===== src/rtl/smb_cfg_pkg.sv =====
package smb_cfg_pkg;
  typedef enum logic [2:0] {
    ST_IDLE, ST_ADDR, ST_CMD, ST_CNT, ST_WDATA, ST_ACK, ST_TX, ST_HACK
  } smb_state_t;

  localparam int unsigned IDX_MODE = 0;
  localparam int unsigned IDX_EN   = 1;
  localparam int unsigned IDX_STOP = 2;
  localparam int unsigned IDX_CNT  = 6;

  // writable bits per register index
  function automatic logic [7:0] wr_mask(input int unsigned idx);
    case (idx)
      0:       return 8'hC7;
      1, 2, 6: return 8'hFF;
      default: return 8'h00;
    endcase
  endfunction
endpackage


===== src/rtl/smb_cond_det.sv =====
module smb_cond_det (
  input  logic clk_i,
  input  logic rst_ni,
  input  logic scl_i,
  input  logic sda_i,
  output logic start_o,
  output logic stop_o,
  output logic rise_o,
  output logic fall_o
);
  logic scl_q, sda_q;

  always_ff @(posedge clk_i or negedge rst_ni) begin
    if (!rst_ni) begin
      scl_q <= 1'b1;
      sda_q <= 1'b1;
    end else begin
      scl_q <= scl_i;
      sda_q <= sda_i;
    end
  end

  assign start_o = scl_q & scl_i & sda_q & ~sda_i;
  assign stop_o  = scl_q & scl_i & ~sda_q & sda_i;
  assign rise_o  = ~scl_q & scl_i;
  assign fall_o  = scl_q & ~scl_i;
endmodule


===== src/rtl/smb_regfile.sv =====
module smb_regfile import smb_cfg_pkg::*; #(
  parameter int unsigned NOUT   = 8,
  parameter logic [3:0]  REV_ID = 4'h2,
  parameter logic [7:0]  DEV_ID = 8'h81
) (
  input  logic            clk_i,
  input  logic            rst_ni,
  input  logic            wr_en_i,
  input  logic [7:0]      idx_i,
  input  logic [7:0]      wdata_i,
  output logic [7:0]      rdata_o,
  output logic [7:0]      cnt_o,
  output logic [7:0]      mode_o,
  output logic [NOUT-1:0] en_o,
  output logic [NOUT-1:0] stop_sel_o
);
  localparam int unsigned NREG = 8;
  localparam int unsigned IW   = $clog2(NREG);

  logic [7:0] regs [NREG];
  logic       in_range;

  function automatic logic [7:0] rst_val(input int unsigned idx);
    case (idx)
      0:       return 8'h07;
      1:       return 8'hFF;
      4:       return {REV_ID, 4'b0001};
      5:       return DEV_ID;
      6:       return 8'h07;
      default: return 8'h00;
    endcase
  endfunction

  assign in_range = (idx_i < 8'(NREG));

  always_ff @(posedge clk_i or negedge rst_ni) begin
    if (!rst_ni) begin
      for (int i = 0; i < NREG; i++) regs[i] <= rst_val(i);
    end else if (wr_en_i && in_range) begin
      regs[idx_i[IW-1:0]] <= (wdata_i & wr_mask(int'(idx_i))) |
                             (regs[idx_i[IW-1:0]] & ~wr_mask(int'(idx_i)));
    end
  end

  assign rdata_o    = in_range ? regs[idx_i[IW-1:0]] : 8'h00;
  assign cnt_o      = regs[IDX_CNT];
  assign mode_o     = regs[IDX_MODE];
  assign en_o       = regs[IDX_EN][NOUT-1:0];
  assign stop_sel_o = regs[IDX_STOP][NOUT-1:0];
endmodule


===== src/rtl/smb_cfg_target.sv =====
module smb_cfg_target import smb_cfg_pkg::*; #(
  parameter int unsigned NOUT    = 8,
  parameter logic [7:0]  WR_ADDR = 8'hDC,
  parameter logic [3:0]  REV_ID  = 4'h2,
  parameter logic [7:0]  DEV_ID  = 8'h81
) (
  input  logic            clk_i,
  input  logic            rst_ni,
  input  logic            scl_i,
  input  logic            sda_i,
  output logic            sda_oe_o,
  output logic            pwrdn_hiz_o,
  output logic            halt_hiz_o,
  output logic            bw_low_o,
  output logic            pll_mode_o,
  output logic            div_full_o,
  output logic [NOUT-1:0] out_en_o,
  output logic [NOUT-1:0] stoppable_o
);
  localparam logic [7:0] RD_ADDR = WR_ADDR | 8'h01;

  smb_state_t state, nxt;
  logic [3:0] bit_cnt;
  logic [7:0] sh, tx_sh, idx, left, rdata, cnt, mode;
  logic       ack_q;
  logic       start_w, stop_w, rise_w, fall_w, wr_en;

  smb_cond_det u_cond (
    .clk_i, .rst_ni, .scl_i, .sda_i,
    .start_o(start_w), .stop_o(stop_w), .rise_o(rise_w), .fall_o(fall_w)
  );

  assign wr_en = (state == ST_WDATA) && fall_w && (bit_cnt == 4'd8) &&
                 (left != 8'd0) && !start_w && !stop_w;

  smb_regfile #(.NOUT(NOUT), .REV_ID(REV_ID), .DEV_ID(DEV_ID)) u_regs (
    .clk_i, .rst_ni,
    .wr_en_i(wr_en), .idx_i(idx), .wdata_i(sh),
    .rdata_o(rdata), .cnt_o(cnt), .mode_o(mode),
    .en_o(out_en_o), .stop_sel_o(stoppable_o)
  );

  always_ff @(posedge clk_i or negedge rst_ni) begin
    if (!rst_ni) begin
      state   <= ST_IDLE;
      nxt     <= ST_IDLE;
      bit_cnt <= '0;
      sh      <= '0;
      tx_sh   <= '0;
      idx     <= '0;
      left    <= '0;
      ack_q   <= 1'b0;
    end else if (start_w) begin
      state   <= ST_ADDR;
      bit_cnt <= '0;
    end else if (stop_w) begin
      state <= ST_IDLE;
    end else begin
      case (state)
        ST_ADDR, ST_CMD, ST_CNT, ST_WDATA: begin
          if (rise_w && bit_cnt != 4'd8) begin
            sh      <= {sh[6:0], sda_i};
            bit_cnt <= bit_cnt + 4'd1;
          end else if (fall_w && bit_cnt == 4'd8) begin
            bit_cnt <= '0;
            state   <= ST_ACK;
            ack_q   <= 1'b1;
            case (state)
              ST_ADDR:
                if (sh == WR_ADDR)      nxt <= ST_CMD;
                else if (sh == RD_ADDR) nxt <= ST_TX;
                else begin ack_q <= 1'b0; nxt <= ST_IDLE; end
              ST_CMD: begin idx  <= sh; nxt <= ST_CNT;   end
              ST_CNT: begin left <= sh; nxt <= ST_WDATA; end
              default:
                if (left != 8'd0) begin
                  idx  <= idx + 8'd1;
                  left <= left - 8'd1;
                  nxt  <= ST_WDATA;
                end else begin
                  ack_q <= 1'b0;
                  nxt   <= ST_IDLE;
                end
            endcase
          end
        end
        ST_ACK: if (fall_w) begin
          if (!ack_q) state <= ST_IDLE;
          else begin
            state <= nxt;
            if (nxt == ST_TX) tx_sh <= cnt;  // count byte leads the read stream
          end
        end
        ST_TX: if (fall_w) begin
          if (bit_cnt == 4'd7) begin
            bit_cnt <= '0;
            state   <= ST_HACK;
          end else begin
            tx_sh   <= {tx_sh[6:0], 1'b0};
            bit_cnt <= bit_cnt + 4'd1;
          end
        end
        ST_HACK: begin
          if (rise_w) ack_q <= ~sda_i;
          else if (fall_w) begin
            if (ack_q) begin
              tx_sh <= rdata;
              idx   <= idx + 8'd1;
              state <= ST_TX;
            end else state <= ST_IDLE;
          end
        end
        default: ;
      endcase
    end
  end

  assign sda_oe_o    = (state == ST_ACK && ack_q) || (state == ST_TX && !tx_sh[7]);
  assign pwrdn_hiz_o = mode[7];
  assign halt_hiz_o  = mode[6];
  assign bw_low_o    = mode[2];
  assign pll_mode_o  = mode[1];
  assign div_full_o  = mode[0];
endmodule


===== config.mk =====
export PLATFORM = sky130hd
export DESIGN_NAME = smb_cfg_target
export DESIGN_NICKNAME = d
export VERILOG_FILES = /design/src/rtl/smb_cfg_pkg.sv /design/src/rtl/smb_cond_det.sv /design/src/rtl/smb_regfile.sv /design/src/rtl/smb_cfg_target.sv
export SDC_FILE = /design/constraint.sdc
export NUM_CORES = 1
export LEC_CHECK = 0
export ABC_AREA = 1
export ABC_CLOCK_PERIOD_IN_PS = 1950
export BUFFER_PORTS_ARGS = -buffer_cell sky130_fd_sc_hd__buf_4
export CORE_MARGIN = 2
export CORE_UTILIZATION = 35
export CTS_CLUSTER_DIAMETER = 60
export DETAILED_ROUTE_END_ITERATION = 8
export PLACE_DENSITY = 0.55
export SLEW_MARGIN = 20
export SYNTH_ARGS = -nofsm -noshare
export SYNTH_HDL_FRONTEND = slang
export SYNTH_SLANG_ARGS = --single-unit

===== constraint.sdc =====
create_clock -name clk_i -period 1.95 [get_ports clk_i]
set_clock_uncertainty 0.05 [all_clocks]
set_input_delay 0.39 -clock clk_i [delete_from_list [all_inputs] [get_ports clk_i]]
set_output_delay 0.39 -clock clk_i [all_outputs]
set_load 0.02 [all_outputs]

== After elaboration in Yosys (flattened, before gate mapping) ==
Cells that the tools add are included.
W data, S select, Z words.

* Register bits after elaboration: 109
* Output and inout bits: 22
* Logic and storage cells: 177

* Add/subtract/negate cells: 3
* Order comparisons: 3
* Equality and inequality tests: 39
* Multiplexer cells: 59
* Bitwise gates (word level): 20
* Reduce and logical (&&, ||, !) cells: 35

{| class="wikitable"
|+ Operators with widths
! operator !! count
|-
| $mux W8 || 20
|-
| $bwmux W64 || 1
|-
| $pmux W8 S2 || 4
|-
| $mux W3 || 14
|-
| $ne A4 B4 Y1 const B || 9
|-
| $ne A2 B2 Y1 const B || 13
|-
| $bmux W8 S3 || 1
|-
| $demux W8 S3 || 1
|-
| $mux W4 || 6
|-
| $pmux W8 S3 || 1
|-
| $and A8 B8 Y8 || 2
|-
| $eq A8 B8 Y1 const B || 2
|-
| $eq A3 B3 Y1 const B || 5
|-
| $pmux W3 S4 || 1
|-
| $logic_and A1 B1 Y1 || 11
|-
| $reduce_and A11 Y1 || 1
|-
| $reduce_and A10 Y1 || 1
|-
| $pmux W3 S3 || 1
|-
| $add A8 B1 Y8 const B || 1
|-
| $eq A8 B1 Y1 const B || 1
|-
| $eq A8 B2 Y1 const B || 1
|-
| $eq A8 B3 Y1 const B || 1
|-
| $logic_not A8 Y1 || 1
|-
| $lt A8 B4 Y1 const B || 1
|-
| other kinds (31) || 59
|}

== Longest topological paths before layout ==
Gate-level depths: netlist (run 1).

* Depth in word-level cells: 13
* Mapped depth: 11

== Hierarchy ==
From an unflattened synthesis (run 1), not the netlist that was laid out.

* Cells, all modules: 888
* Area, all modules: 6261.0 um^2

{| class="wikitable"
|+ Modules (own cells, without submodules)
! module !! times used !! cells an instance !! area each (um^2) !! sequential area each (um^2)
|-
| smb_regfile || 1 || 447 || 3359.5 || 1624.1
|-
| smb_cfg_target || 1 || 428 || 2807.7 || 1076.0
|-
| smb_cond_det || 1 || 13 || 93.8 || 52.6
|}

== Least setup slack after synthesis (run 1) ==
Ideal clock, no wire load.

* Path type: reg-to-reg
* From: reg idx[1]
* To: reg u_regs.regs (netlist bit u_regs.cnt_o[6])
* Data arrival time: 1.827 ns
* Data required time: 1.781 ns
* Slack: -0.047 ns
* Stages on the path, launching flop included: 10
* Path buffers: 1
* Period minus slack after synthesis: 1.997 ns
* Path through: dfrtp_1 -> clkinv_1 -> clkbuf_1 -> ha_1 -> nand2_1 -> nand2_1 -> o21ai_1 -> nand3_1 -> nand3_1 -> nand2_1

* Cells in the longest elaborated chain, start to end: 8

{| class="wikitable"
|+ Ends and longest elaborated chain
! element !! line !! RTL
|-
| start: declaration || smb_cfg_target.sv:24 || <nowiki>logic [7:0] sh, tx_sh, idx, left, rdata, cnt, mode;</nowiki>
|-
| start signal: assignment || smb_cfg_target.sv:77 || <nowiki>idx <= idx + 8'd1;</nowiki>
|-
| start signal: assignment || smb_cfg_target.sv:108 || <nowiki>idx <= idx + 8'd1;</nowiki>
|-
| $eq A8 B1 Y1 (tied with other cells) || smb_cfg_pkg.sv:13 || <nowiki>case (idx)</nowiki>
|-
| $reduce_or A3 Y1 || smb_cfg_pkg.sv:13 ||
|-
| $pmux W8 S2 || smb_cfg_pkg.sv:13 ||
|-
| $mux W8 || smb_regfile.sv:39 || <nowiki>end else if (wr_en_i && in_range) begin</nowiki>
|-
| $not A8 Y8 || smb_regfile.sv:41 || <nowiki>(regs[idx_i[IW-1:0]] & ~wr_mask(int'(idx_i)));</nowiki>
|-
| $and A8 B8 Y8 || smb_regfile.sv:41 ||
|-
| $or A8 B8 Y8 || smb_regfile.sv:40 || <nowiki>regs[idx_i[IW-1:0]] <= (wdata_i & wr_mask(int'(idx_i))) |</nowiki>
|-
| $bwmux W64 || smb_regfile.sv:40 ||
|-
| end signal: indexed assignment || smb_regfile.sv:40 ||
|-
| end: declaration || smb_regfile.sv:20 || <nowiki>logic [7:0] regs [NREG];</nowiki>
|}

Several ways; a longest one is shown, not always the timed one. The select of a mux whose other input is x is not followed.
A chain may end at the register's enable or synchronous reset.

== Worst setup path in the final report (run 1) ==
* From: reg state[2]
* To: out sda_oe_o

* Cells in the longest elaborated chain, start to end: 3

{| class="wikitable"
|+ Ends and longest elaborated chain
! element !! line !! RTL
|-
| start: declaration || smb_cfg_target.sv:22 || <nowiki>smb_state_t state, nxt;</nowiki>
|-
| start signal: assignment || smb_cfg_target.sv:90 || <nowiki>state <= nxt;</nowiki>
|-
| $eq A3 B3 Y1 || smb_cfg_target.sv:118 || <nowiki>assign sda_oe_o = (state == ST_ACK && ack_q) || (state == ST_TX && !tx_sh[7]);</nowiki>
|-
| $logic_and A1 B1 Y1 || smb_cfg_target.sv:118 ||
|-
| $logic_or A1 B1 Y1 (*) || smb_cfg_target.sv:118 ||
|-
| end: declaration || smb_cfg_target.sv:11 || <nowiki>output logic sda_oe_o,</nowiki>
|}

Every way passes the cells marked *; elsewhere a longest branch is shown, timed or not.

==> results of run 1 <==
-- final cells by class --
class,instances,area [um2]
well taps,229,287
multi-input cells,742,3310
inverters,67,251
fillers,1911,10200
repair buffers,108,948
clock buffers,9,225
clock inverters,7,56.3
flip-flops and latches,109,2760
-- layer usage --
metal  vias to the layer above  GRT usage, %  wire, um
met5                         -             0         0
met4                         0          6.74       374
met3                        25          3.62      1110
met2                       172          28.8      8110
met1                      2876          30.0      9260
li1                       3166             -         -
-- timing repair --
item | in CTS | in global routing
pin swaps | 7 | 6
buffers inserted | 17 | 6
endpoints found under the setup margin | 44 | 76
hold endpoints to repair | 0 | 0
resized for setup | 2 | 10
-- worst paths after layout --
| path | start | to | slack (ns) |
|---|---|---|---|
| setup / recovery | state[2]$_DFFE_PN0P_ | sda_oe_o | 0.10 |
| hold / removal | rst_ni | left[6]$_DFFE_PN0P_ | 0.01 |
| setup reg to reg | idx[0]$_DFFE_PN0P_ | u_regs.regs[31]$_DFFE_PN0P_ | 0.12 |
| hold reg to reg | u_regs.regs[24]$_DFFE_PN1P_ | u_regs.regs[24]$_DFFE_PN1P_ | 0.42 |
| max in group asynchronous | rst_ni | tx_sh[1]$_DFFE_PN0P_ | 1.31 |
| min in group clk_i | sda_i | u_cond.sda_q$_DFF_PN1_ | 0.10 |
-- cell families (layout without fill, tap and decap cells) --
family / count (synthesis) / after routing / share of synthesized area (%)
AO/OA/AOI/OAI: 51 / 51 / 4.14
XOR/XNOR: 5 / 5 / 0.677
adder cells (fa/ha/maj): 7 / 7 / 1.35
buffers and inverters: 101 / 191 / 7.15
flip-flops: 109 / 109 / 42.5
AND/OR/NAND/NOR: 679 / 679 / 44.2
-- cell usage after synthesis (all sizes together), types with 2 or more instances --
cell type and instances:
nand2 468, nor2 75, buf 25, o21ai 29
dfstp 20, a21oi 18, xor2 3, inv 65
nand3b 2, xnor2 2, nand3 118, nor3 9
o31ai 2, dfrtp 89, ha 7, clkinv 2
or2 2, nand4 4, clkbuf 9
-- flip-flops by register name, summed over array words and instances (netlist names), 3 cells and up --
name	cells
u_regs.mode_o	8
left	8
u_regs.cnt_o	8
u_regs.regs	32
u_regs.en_o	8
idx	8
state	3
sh	8
bit_cnt	4
u_regs.stop_sel_o	8
tx_sh	8
nxt	3
-- power by group through the flow --
stage                     Combinational (mW)  Clock (mW)  Sequential [mW]
after detailed placement                4.43           0             2.82
final                                   4.72        1.82             2.76
after floorplan                         2.13           0             2.70
after global routing                    5.10        1.94             2.81
after global placement                  4.43           0             2.82
after CTS                               4.50        1.85             2.76
-- metrics by stage --
stage / TNS (ns) / total power, mW / hold slack (ns) / instances
after floorplan: 0 / 4.82 / 0.0444 / 952
after global placement: -0.0799 / 7.25 / 0.412 / 1232
after detailed placement: -0.242 / 7.25 / 0.413 / 1232
after CTS: 0 / 9.12 / 0.0889 / 1265
after global routing: -0.00858 / 9.85 / 0.0972 / 1271
final: 0 / 9.30 / 0.0128 / 1271
==> results.md, run 1 <==
- # nets final: 1048
- Worst stage delay on the critical path: between 0.3 and 0.4 ns
- Post-Syn Nets: 963
- Initial Util: a little over a third
- Syn avg cell area: about 6.8 um2
- DR vias: a little over 6000
- Static Leak: between 4 and 5 nW
- Worst Setup End Kind: output port
- EDFF count, synth: 0
- Area share of the largest cell type after synthesis: between 30% and 40%
- DR vias/cell: between 4 and 5
- Number of standard cells after synthesis: between 900 and 1000
- Yosys cell types: 34
- Leading cell type in the layout, fill and taps excluded: nand2_1
- R2R depth: 10
- PnR worst setup slack: ~0.10 ns
- GRT Util Overall: between 10% and 20%
- Cell Rows: between 40 and 50
- Number of CTS-inserted buffers: 9
- IO buf count: 25
- Largest net degree at the start of global routing: 110
- Post-CTS Hold Fix Bufs: 0
- Crit-path max FO: 3
- Initial antenna violation count: 0
- Max Cap Viol: 0
- Clk sinks: around 110
- Sequential power share: approximately 30%
- Switch Pwr: just over 4 mW
- Final core occ: 43.5%
- Share of layout cells above drive strength 1: 18.0%
- Final Setup Violations: 0
- CP max stage cell: dfrtp_2
- CTS H-tree depth: 3
- Clock Latency Late Sink: roughly 0.36 ns
- WL final: 18.9 mm
- Clock share of power: 19.5%
- Synth warn: 0
- Global-route wire length before repair: between 30 and 40 mm
- Pwr Density: between 1000 and 1500 mW/mm2
- Gate power share: 50.7%
- Crit. path cell count: 6
- Crit-path cells: buf_4 -> nand2_1 -> nor2_2 -> nand2_1 -> o21ai_1 -> buf_4
- Synthesis-stage register bit count: 109
- Final cycle utilization of the critical path: 94.7%
- Final Hold Fails: 0
- DRT Pass-1 Iters: 5
- Full die area: 0.0196 mm2
- Final antenna-violating net count: 0
- Ranking of synthesized cells by area: dfrtp_1 (34%), nand2_1 (27%), nand3_1 (8.7%)
- Post-synth ARST share: 100%
- Most frequent cells in the layout: nand2_1 (465), nand3_1 (111), buf_4 (97)
- 1st-iter DRT viols: roughly 510
- Critical Path AT: between 1 and 1.5 ns
- # diodes: 0
- Worst VDD drop: 0.573 mV
- Total I/O pin count: 26
- # DRC: 0
- Cell Area, Synth: 0.00647 mm2
- Root buf cell: clkbuf_16
- CTS tree: yes
- Core area: 0.0180 mm2
- WP data required: roughly 1.5 ns
- Status: finished clean
- Top cell family by delay on the critical path: flip-flops
- Relative slew slack: between 50 and 60%
- HPWL after DPL: roughly 13 mm
- Chip width: about 140 um
- Hold crit path type: in2async
- Final Max Slew Viols: 0
- Clock edge transition at the registers on the reported setup and hold paths: ~0.08 ns
- Die height: around 140 um
- Min Tclk post-route: 1.85 ns
- Vias in the first global route: between 5000 and 6000
- RePlAce Congestion: ~0.83
- Setup CP Type: reg2out
- Yosys top cell by area: dfrtp_1
- Worst path bufs/invs: 2
- Sequential fraction of the synthesis area: ~43%
- Max clock buf depth: 2
- Slew @ Worst Pin: between 0.6 and 0.7 ns
- Critical path startpoint category: flop
- Post-layout instance area: just under 0.008 mm2
- Grt ovf: 0
- Dpl ws: -0.0233 ns
- Fmax: 0.542 GHz
- Cell Int Power: ~5.2 mW
- Dpl cell area: about 0.0073 mm2
- WL/cell: around 15 um
- Area grow syn2layout: 21.0%
- Sw Ratio: 44.5%
- Top_reg_cell synth: dfrtp_1
(Power assumes the default switching activity.)
==> inputs of run 2 (changes only) <==
CORE_UTILIZATION = 56   (was 35)
PLACE_DENSITY = 0.79   (was 0.55)
REMOVE_ABC_BUFFERS = 1   (was unset)
==> results.md, run 2 (synthesized netlist as in run 1, its figures left out) <==
- Status: finished clean (unchanged)
- Fillcell total: 971 (was 1911)
- # nets final: 1040 (was 1048)
- CTS H-tree depth: 3 (unchanged)
- Most frequent cell on the critical path: buf_6
- Crit-path max FO: 5 (was 3)
- Clock Latency Late Sink: 0.36 ns (about the same)
- DRT Pass-1 Iters: 5 (unchanged)
- Global-route wire length before repair: 29.9 mm (was 31.1 mm)
- Initial antenna violation count: 0 (unchanged)
- Share of layout cells above drive strength 1: 17.7% (was 18.0%)
- Max clock buf depth: 2 (unchanged)
- CTS tree: yes (unchanged)
- Post-layout instance area: 0.00768 mm2 (was 0.00783 mm2)
- Final std cells w/o fill: 1177 (was 1271)
- Most frequent cells in the layout: nand2_1 (461), nand3_1 (112), dfrtp_1 (86) (was nand2_1 (465), nand3_1 (111), buf_4 (97))
- 1st-iter DRT viols: 807 (was 514)
- CP max stage cell: dfrtp_2 (unchanged)
- Dpl ws: -0.00434 ns (was -0.0233 ns)
- Final Setup Violations: 0 (unchanged)
- Critical path startpoint category: flop (unchanged)
- # DRC: 0 (unchanged)
- Final cycle utilization of the critical path: 97.2% (was 94.7%)
- Pwr Density: 1170 mW/mm2 (was 1190 mW/mm2)
- Clk sinks: 109 (unchanged)
- Hold_ws: 0.100 ns (was 0.0128 ns)
- PnR worst setup slack: 0.0551 ns (was 0.104 ns)
- Switch Pwr: 4.06 mW (was 4.14 mW)
- Full die area: 0.0124 mm2 (was 0.0196 mm2)
- Chip width: 112 um (was 140 um)
- WP data required: 1.51 ns (about the same)
- Cell Int Power: 4.92 mW (was 5.16 mW)
- Clock edge transition at the registers on the reported setup and hold paths: 0.07 ns (was 0.08 ns)
- Sum Neg Setup Slack: 0 ns (unchanged)
- Worst path bufs/invs: 2 (unchanged)
- RePlAce Congestion: 0.949 (was 0.834)
- Cell Rows: 39 (was 49)
- Max reg flops: 32 (unchanged)
- Gate power share: 49.4% (was 50.7%)
- Final Hold Fails: 0 (unchanged)
- Sw Ratio: 45.2% (was 44.5%)
- Grt ovf: 0 (unchanged)
- Worst VDD drop: 0.970 mV (was 0.573 mV)
- Core area: 0.0114 mm2 (was 0.0180 mm2)
- DR vias: 6435 (was 6239)
- Final antenna-violating net count: 0 (unchanged)
- Register with the most flip-flops: u_regs.regs (unchanged)
- Crit-path cells: buf_6 -> nand2_1 -> nor2_2 -> nand2_2 -> o21ai_2 -> buf_6 (was buf_4 -> nand2_1 -> nor2_2 -> nand2_1 -> o21ai_1 -> buf_4)
- Die height: 112 um (was 140 um)
- Top cell family by delay on the critical path: flip-flops (unchanged)
- Area grow syn2layout: 18.6% (was 21.0%)
- Max Cap Viol: 0 (unchanged)
- Final Max Slew Viols: 0 (unchanged)
- Number of CTS-inserted buffers: 9 (unchanged)
- Root buf cell: clkbuf_16 (unchanged)
- Dpl cell area: 0.00712 mm2 (was 0.00732 mm2)
- HPWL after DPL: 12.4 mm (was 13.4 mm)
- # diodes: 0 (unchanged)
- Worst stage delay on the critical path: 0.43 ns (was 0.37 ns)
- Worst Setup End Kind: output port (unchanged)
- Total I/O pin count: 26 (unchanged)
- Min Tclk post-route: 1.89 ns (was 1.85 ns)
- Clock share of power: 19.7% (was 19.5%)
- Leading cell type in the layout, fill and taps excluded: nand2_1 (unchanged)
- Relative slew slack: 77.7% (was 56.9%)
- IO buf count: 25 (unchanged)
- Vias in the first global route: 5891 (was 5822)
- Critical Path AT: 1.45 ns (was 1.41 ns)
- Setup CP Type: reg2out (unchanged)
- Initial Util: 56.9% (was 35.9%)
- Static Leak: 4.21 nW (was 4.25 nW)
- WL/cell: 15.4 um (was 14.8 um)
- Largest net degree at the start of global routing: 56 (was 110)
- DR vias/cell: 5.47 (was 4.91)
- Hold crit path type: in2reg (was in2async)
- Fmax: 0.528 GHz (was 0.542 GHz)
- Slew @ Worst Pin: 0.332 ns (was 0.646 ns)
- Sequential power share: 30.9% (was 29.7%)
- GRT Util Overall: 29.8% (was 19.9%)
- WL final: 18.2 mm (was 18.9 mm)
- Placed insts: 1138 (was 1232)
-- run 2: path summary, 6_finish.rpt --
path                       cells after the start                           to                         from  slack (ns)
setup / recovery                               6                     sda_oe_o         state[0]$_DFFE_PN0P_        0.06
hold / removal                                 1       u_cond.sda_q$_DFF_PN1_                        sda_i        0.10
setup reg to reg                              10  u_regs.regs[25]$_DFFE_PN0P_           idx[0]$_DFFE_PN0P_        0.10
hold reg to reg                                2  u_regs.regs[29]$_DFFE_PN1P_  u_regs.regs[29]$_DFFE_PN1P_        0.42
max in group asynchronous                      3  u_regs.regs[29]$_DFFE_PN1P_                       rst_ni        0.82
min in group asynchronous                      2           idx[5]$_DFFE_PN0P_                       rst_ni        0.40
-- run 2: through the flow --
stage / utilization (%) / total power, mW
2_1_floorplan: - / 4.69
3_3_place_gp: 62.6 / 6.80
3_5_place_dp: 62.6 / 6.88
4_1_cts: 65.6 / 8.67
5_1_grt: 67.5 / 9.42
6_report: 67.5 / 8.99
-- run 2: worst register-to-register path, stage by stage, from the launching register on --
cell and delay [ns]:
dfrtp_2 0.43, inv_2 0.09, ha_1 0.22, inv_1 0.05, nor2_1 0.04, o21ai_2 0.18
buf_4 0.17, nand3_1 0.16, buf_4 0.21, nand3_1 0.09, nand2_1 0.06
-- run 2: what timing repair did --
item | in CTS | in global routing
endpoints found under the hold margin | 16 | 0
resized for setup | 3 | 16
pin swaps | 2 | 8
setup buffers | 5 | 17
setup endpoints to repair | 14 | 71
hold buffers | 1 | 0
-- run 2: layout make-up --
type	count	area (um2)	share of cell area [%]
Multi-Input combinational cell	742	3300	43.0
Sequential cell	109	2760	35.9
Timing Repair Buffer	100	915	11.9
Inverter	67	251	3.28
Clock buffer	10	229	2.98
Tap cell	143	179	2.33
Clock inverter	6	47.5	0.619
-- run 2: power by group through the flow --
stage | clock network (mW) | registers [mW] | logic, mW
2_1_floorplan | 0 | 2.85 | 1.84
3_3_place_gp | 0 | 2.79 | 4.00
3_5_place_dp | 0 | 2.81 | 4.08
4_1_cts | 1.78 | 2.77 | 4.11
5_1_grt | 1.88 | 2.81 | 4.72
6_report | 1.77 | 2.78 | 4.44
-- run 2: per-layer routing --
metal / global-route usage, % / wire length, um
met5: 0 / 0
met4: 9.38 / 481
met3: 8.93 / 1760
met2: 42.7 / 7910
met1: 43.8 / 8030
==> inputs of run 3 (changes only) <==
ABC_AREA = unset   (was 1)
==> results.md, run 3 <==
- Cell Rows: 38 (was 39)
- Post-synth ARST share: 100% (unchanged)
- WP data required: 2.22 ns (was 1.51 ns)
- Register area: 0.00275 mm2 (was 0.00276 mm2)
- # diodes: 0 (unchanged)
- Number of standard cells after synthesis: 573 (was 952)
- Leading cell type in the layout, fill and taps excluded: buf_4 (was nand2_1)
- Die height: 108 um (was 112 um)
- Area share of the largest cell type after synthesis: 36.7% (was 34.4%)
- Initial antenna violation count: 0 (unchanged)
- Final cycle utilization of the critical path: 116% (was 97.2%)
- EDFF count, synth: 0 (unchanged)
- Full die area: 0.0117 mm2 (was 0.0124 mm2)
- Crit-path max FO: 8 (was 5)
- Initial Util: 56.8% (was 56.9%)
- Grt met2 use: 51.1% (was 42.7%)
- Final core occ: 77.4% (was 67.5%)
- WL final: 19.1 mm (was 18.2 mm)
- Synth cell count leaders: dfrtp_1 (89), mux2_2 (78), a21oi_1 (41), o21ai_0 (41), nand2_1 (34) (was nand2_1 (466), nand3_1 (113), dfrtp_1 (89))
- Final Setup Violations: 87 (was 0)
- Violated checks: hold timing, setup timing
- Top_reg_cell synth: dfrtp_1 (unchanged)
- Register with the most flip-flops: u_regs.regs (unchanged)
- Worst Setup End Kind: flop (was output port)
- R2R depth: 7 (was 10)
- Fillcell total: 659 (was 971)
- Synth warn: 0 (unchanged)
- Grt met1 use: 37.6% (was 43.8%)
- IO buf count: 25 (unchanged)
- Worst VDD drop: 0.589 mV (was 0.970 mV)
- Post-CTS Hold Fix Bufs: 0 (was 1)
- RePlAce Congestion: 0.912 (was 0.949)
- CTS tree: yes (unchanged)
- Slew @ Worst Pin: 0.636 ns (was 0.332 ns)
- Critical path startpoint category: flop (unchanged)
- Setup CP Type: reg2reg (was reg2out)
- Hold_ws: -0.0436 ns (was 0.100 ns)
- Most used routing layer in global routing: met2 (was met1)
- Vias in the first global route: 5303 (was 5891)
- 1st-iter DRT viols: 496 (was 807)
- Most frequent cells in the layout: buf_4 (119), dfrtp_1 (88), mux2_4 (49) (was nand2_1 (461), nand3_1 (112), dfrtp_1 (86))
- CTS H-tree depth: 3 (unchanged)
- Fmax: 0.443 GHz (was 0.528 GHz)
- Top-count cell post-synth: dfrtp_1 (was nand2_1)
- Area grow syn2layout: 36.2% (was 18.6%)
- CP max stage cell: or3b_4 (was dfrtp_2)
- Worst stage delay on the critical path: 0.42 ns (was 0.43 ns)
- Ranking of synthesized cells by area: dfrtp_1 (37%), mux2_2 (14%), dfstp_2 (8.7%) (was dfrtp_1 (34%), nand2_1 (27%), nand3_1 (8.7%))
- Yosys top cell by area: dfrtp_1 (unchanged)
- RSZ-0062 raised after global routing: true
- Yosys cell types: 70 (was 34)
- Max clock buf depth: 2 (unchanged)
- Total I/O pin count: 26 (unchanged)
- Global-route wire length before repair: 27.2 mm (was 29.9 mm)
- Hold crit path type: in2async (was in2reg)
- Sum Neg Setup Slack: -19.56 ns (was 0 ns)
- PnR worst setup slack: -0.305 ns (was 0.0551 ns)
- Final antenna-violating net count: 0 (unchanged)
- Critical Path AT: 2.52 ns (was 1.45 ns)
- Chip width: 108 um (was 112 um)
- Cell Area, Synth: 0.00607 mm2 (was 0.00647 mm2)
- Max reg flops: 32 (unchanged)
- Clock Latency Late Sink: 0.39 ns (was 0.36 ns)
- Status: finished, violations left (was finished clean)
- DR vias: 5388 (was 6435)
- # nets final: 708 (was 1040)
- HPWL after DPL: 10.8 mm (was 12.4 mm)
- DR vias/cell: 6.40 (was 5.47)
- Clock edge transition at the registers on the reported setup and hold paths: 0.11 ns (was 0.07 ns)
- DRT Pass-1 Iters: 6 (was 5)
- Number of CTS-inserted buffers: 9 (unchanged)
- # DRC: 0 (unchanged)
- Global routing usage on met3: 5.24% (was 8.93%)
- WL/cell: 22.7 um (was 15.4 um)
- Root buf cell: clkbuf_8 (was clkbuf_16)
- Final Hold Fails: 13 (was 0)
- Relative slew slack: 57.6% (was 77.7%)
- Min Tclk post-route: 2.25 ns (was 1.89 ns)
- Multi-input gate area: 0.00369 mm2 (was 0.00330 mm2)
- Grt ovf: 0 (unchanged)
- Most frequent cell on the critical path: buf_6 (unchanged)
- Synthesis-stage register bit count: 109 (unchanged)
- Crit-path cells: or3b_4 -> buf_6 -> or3_4 -> a211oi_4 -> buf_6 -> a21oi_2 -> a21oi_1 (was buf_6 -> nand2_1 -> nor2_2 -> nand2_2 -> o21ai_2 -> buf_6)
- Max Cap Viol: 0 (unchanged)
- Largest net degree at the start of global routing: 110 (was 56)
- Pwr Density: 668 mW/mm2 (was 1170 mW/mm2)
- GRT Util Overall: 30.0% (was 29.8%)
- Share of layout cells above drive strength 1: 52.8% (was 17.7%)
- Sequential fraction of the synthesis area: 45.3% (was 42.5%)
- Static Leak: 3.75 nW (was 4.21 nW)
- Core area: 0.0107 mm2 (was 0.0114 mm2)
- Final Max Slew Viols: 0 (unchanged)
- Clk sinks: 109 (unchanged)
- Syn avg cell area: 10.6 um2 (was 6.80 um2)
run 3: cell type report:
class	instances	area share, %
Multi-Input combinational cell	399	44.6
Sequential cell	109	33.3
Timing Repair Buffer	156	16.9
Tap cell	140	2.12
Clock buffer	11	1.59
Inverter	22	0.998
Clock inverter	5	0.529
run 3: report_power, final:
| part | switching [mW] | total [mW] | leakage [nW] | internal [mW] |
|---|---|---|---|---|
| combinational | 0.909 | 1.64 | 2.24 | 0.735 |
| sequential | 0.163 | 2.55 | 1.41 | 2.39 |
| clock | 0.842 | 1.33 | 0.0889 | 0.486 |
| total | 1.91 | 5.53 | 3.75 | 3.61 |
run 3: worst max-delay path: cells and delay by family, from the launching register on:
family                 cells  cell delay [ns]
AOI/OAI and AO/OA          3             0.59
and+or+nand+nor            2             0.81
buffers and inverters      2             0.33
DFF                        1             0.40
run 3: cell families after synthesis:
group	share of synthesized area (%)
AO/OA/AOI/OAI	14.6
XOR/XNOR	0.288
adder cells (fa/ha/maj)	1.44
buffers and inverters	5.83
flip-flops	45.3
multiplexers	19.5
AND/OR/NAND/NOR	13.1
run 3: path summary, 6_finish.rpt:
path / startpoint / end / slack, ns
max: state[0]$_DFFE_PN0P_ / idx[6]$_DFFE_PN0P_ / -0.30
min: rst_ni / left[2]$_DFFE_PN0P_ / -0.04
max reg2reg: state[0]$_DFFE_PN0P_ / idx[6]$_DFFE_PN0P_ / -0.30
min reg2reg: u_regs.regs[18]$_DFFE_PN0P_ / u_regs.regs[18]$_DFFE_PN0P_ / 0.46
max in group asynchronous: rst_ni / idx[0]$_DFFE_PN0P_ / 1.33
min in group clk_i: sda_i / u_cond.sda_q$_DFF_PN1_ / 0.08
run 3: layer usage:
metal | wire length [um] | up-vias
met1 | 7390 | 2688
met4 | 777 | 0
met3 | 1180 | 82
met5 | 0 | -
li1 | - | 2336
met2 | 9740 | 282
run 3: per-stage QoR:
step | instances | cell area, um2 | power [mW] | setup slack (ns)
floorplan | 529 | 5800 | 3.12 | -1.21
global route | 842 | 8280 | 5.71 | -0.342
CTS | 817 | 7620 | 5.26 | -0.293
finish | 842 | 8280 | 5.53 | -0.305
global placement | 791 | 6930 | 3.68 | -0.350
detailed placement | 791 | 6930 | 3.72 | -0.419
run 3: timing repair:
item | CTS | global route
setup endpoints to repair | 86 | 95
cloned | 2 | 2
gates resized for setup | 95 | 114
pin swaps | 18 | 36
buffers inserted | 11 | 29
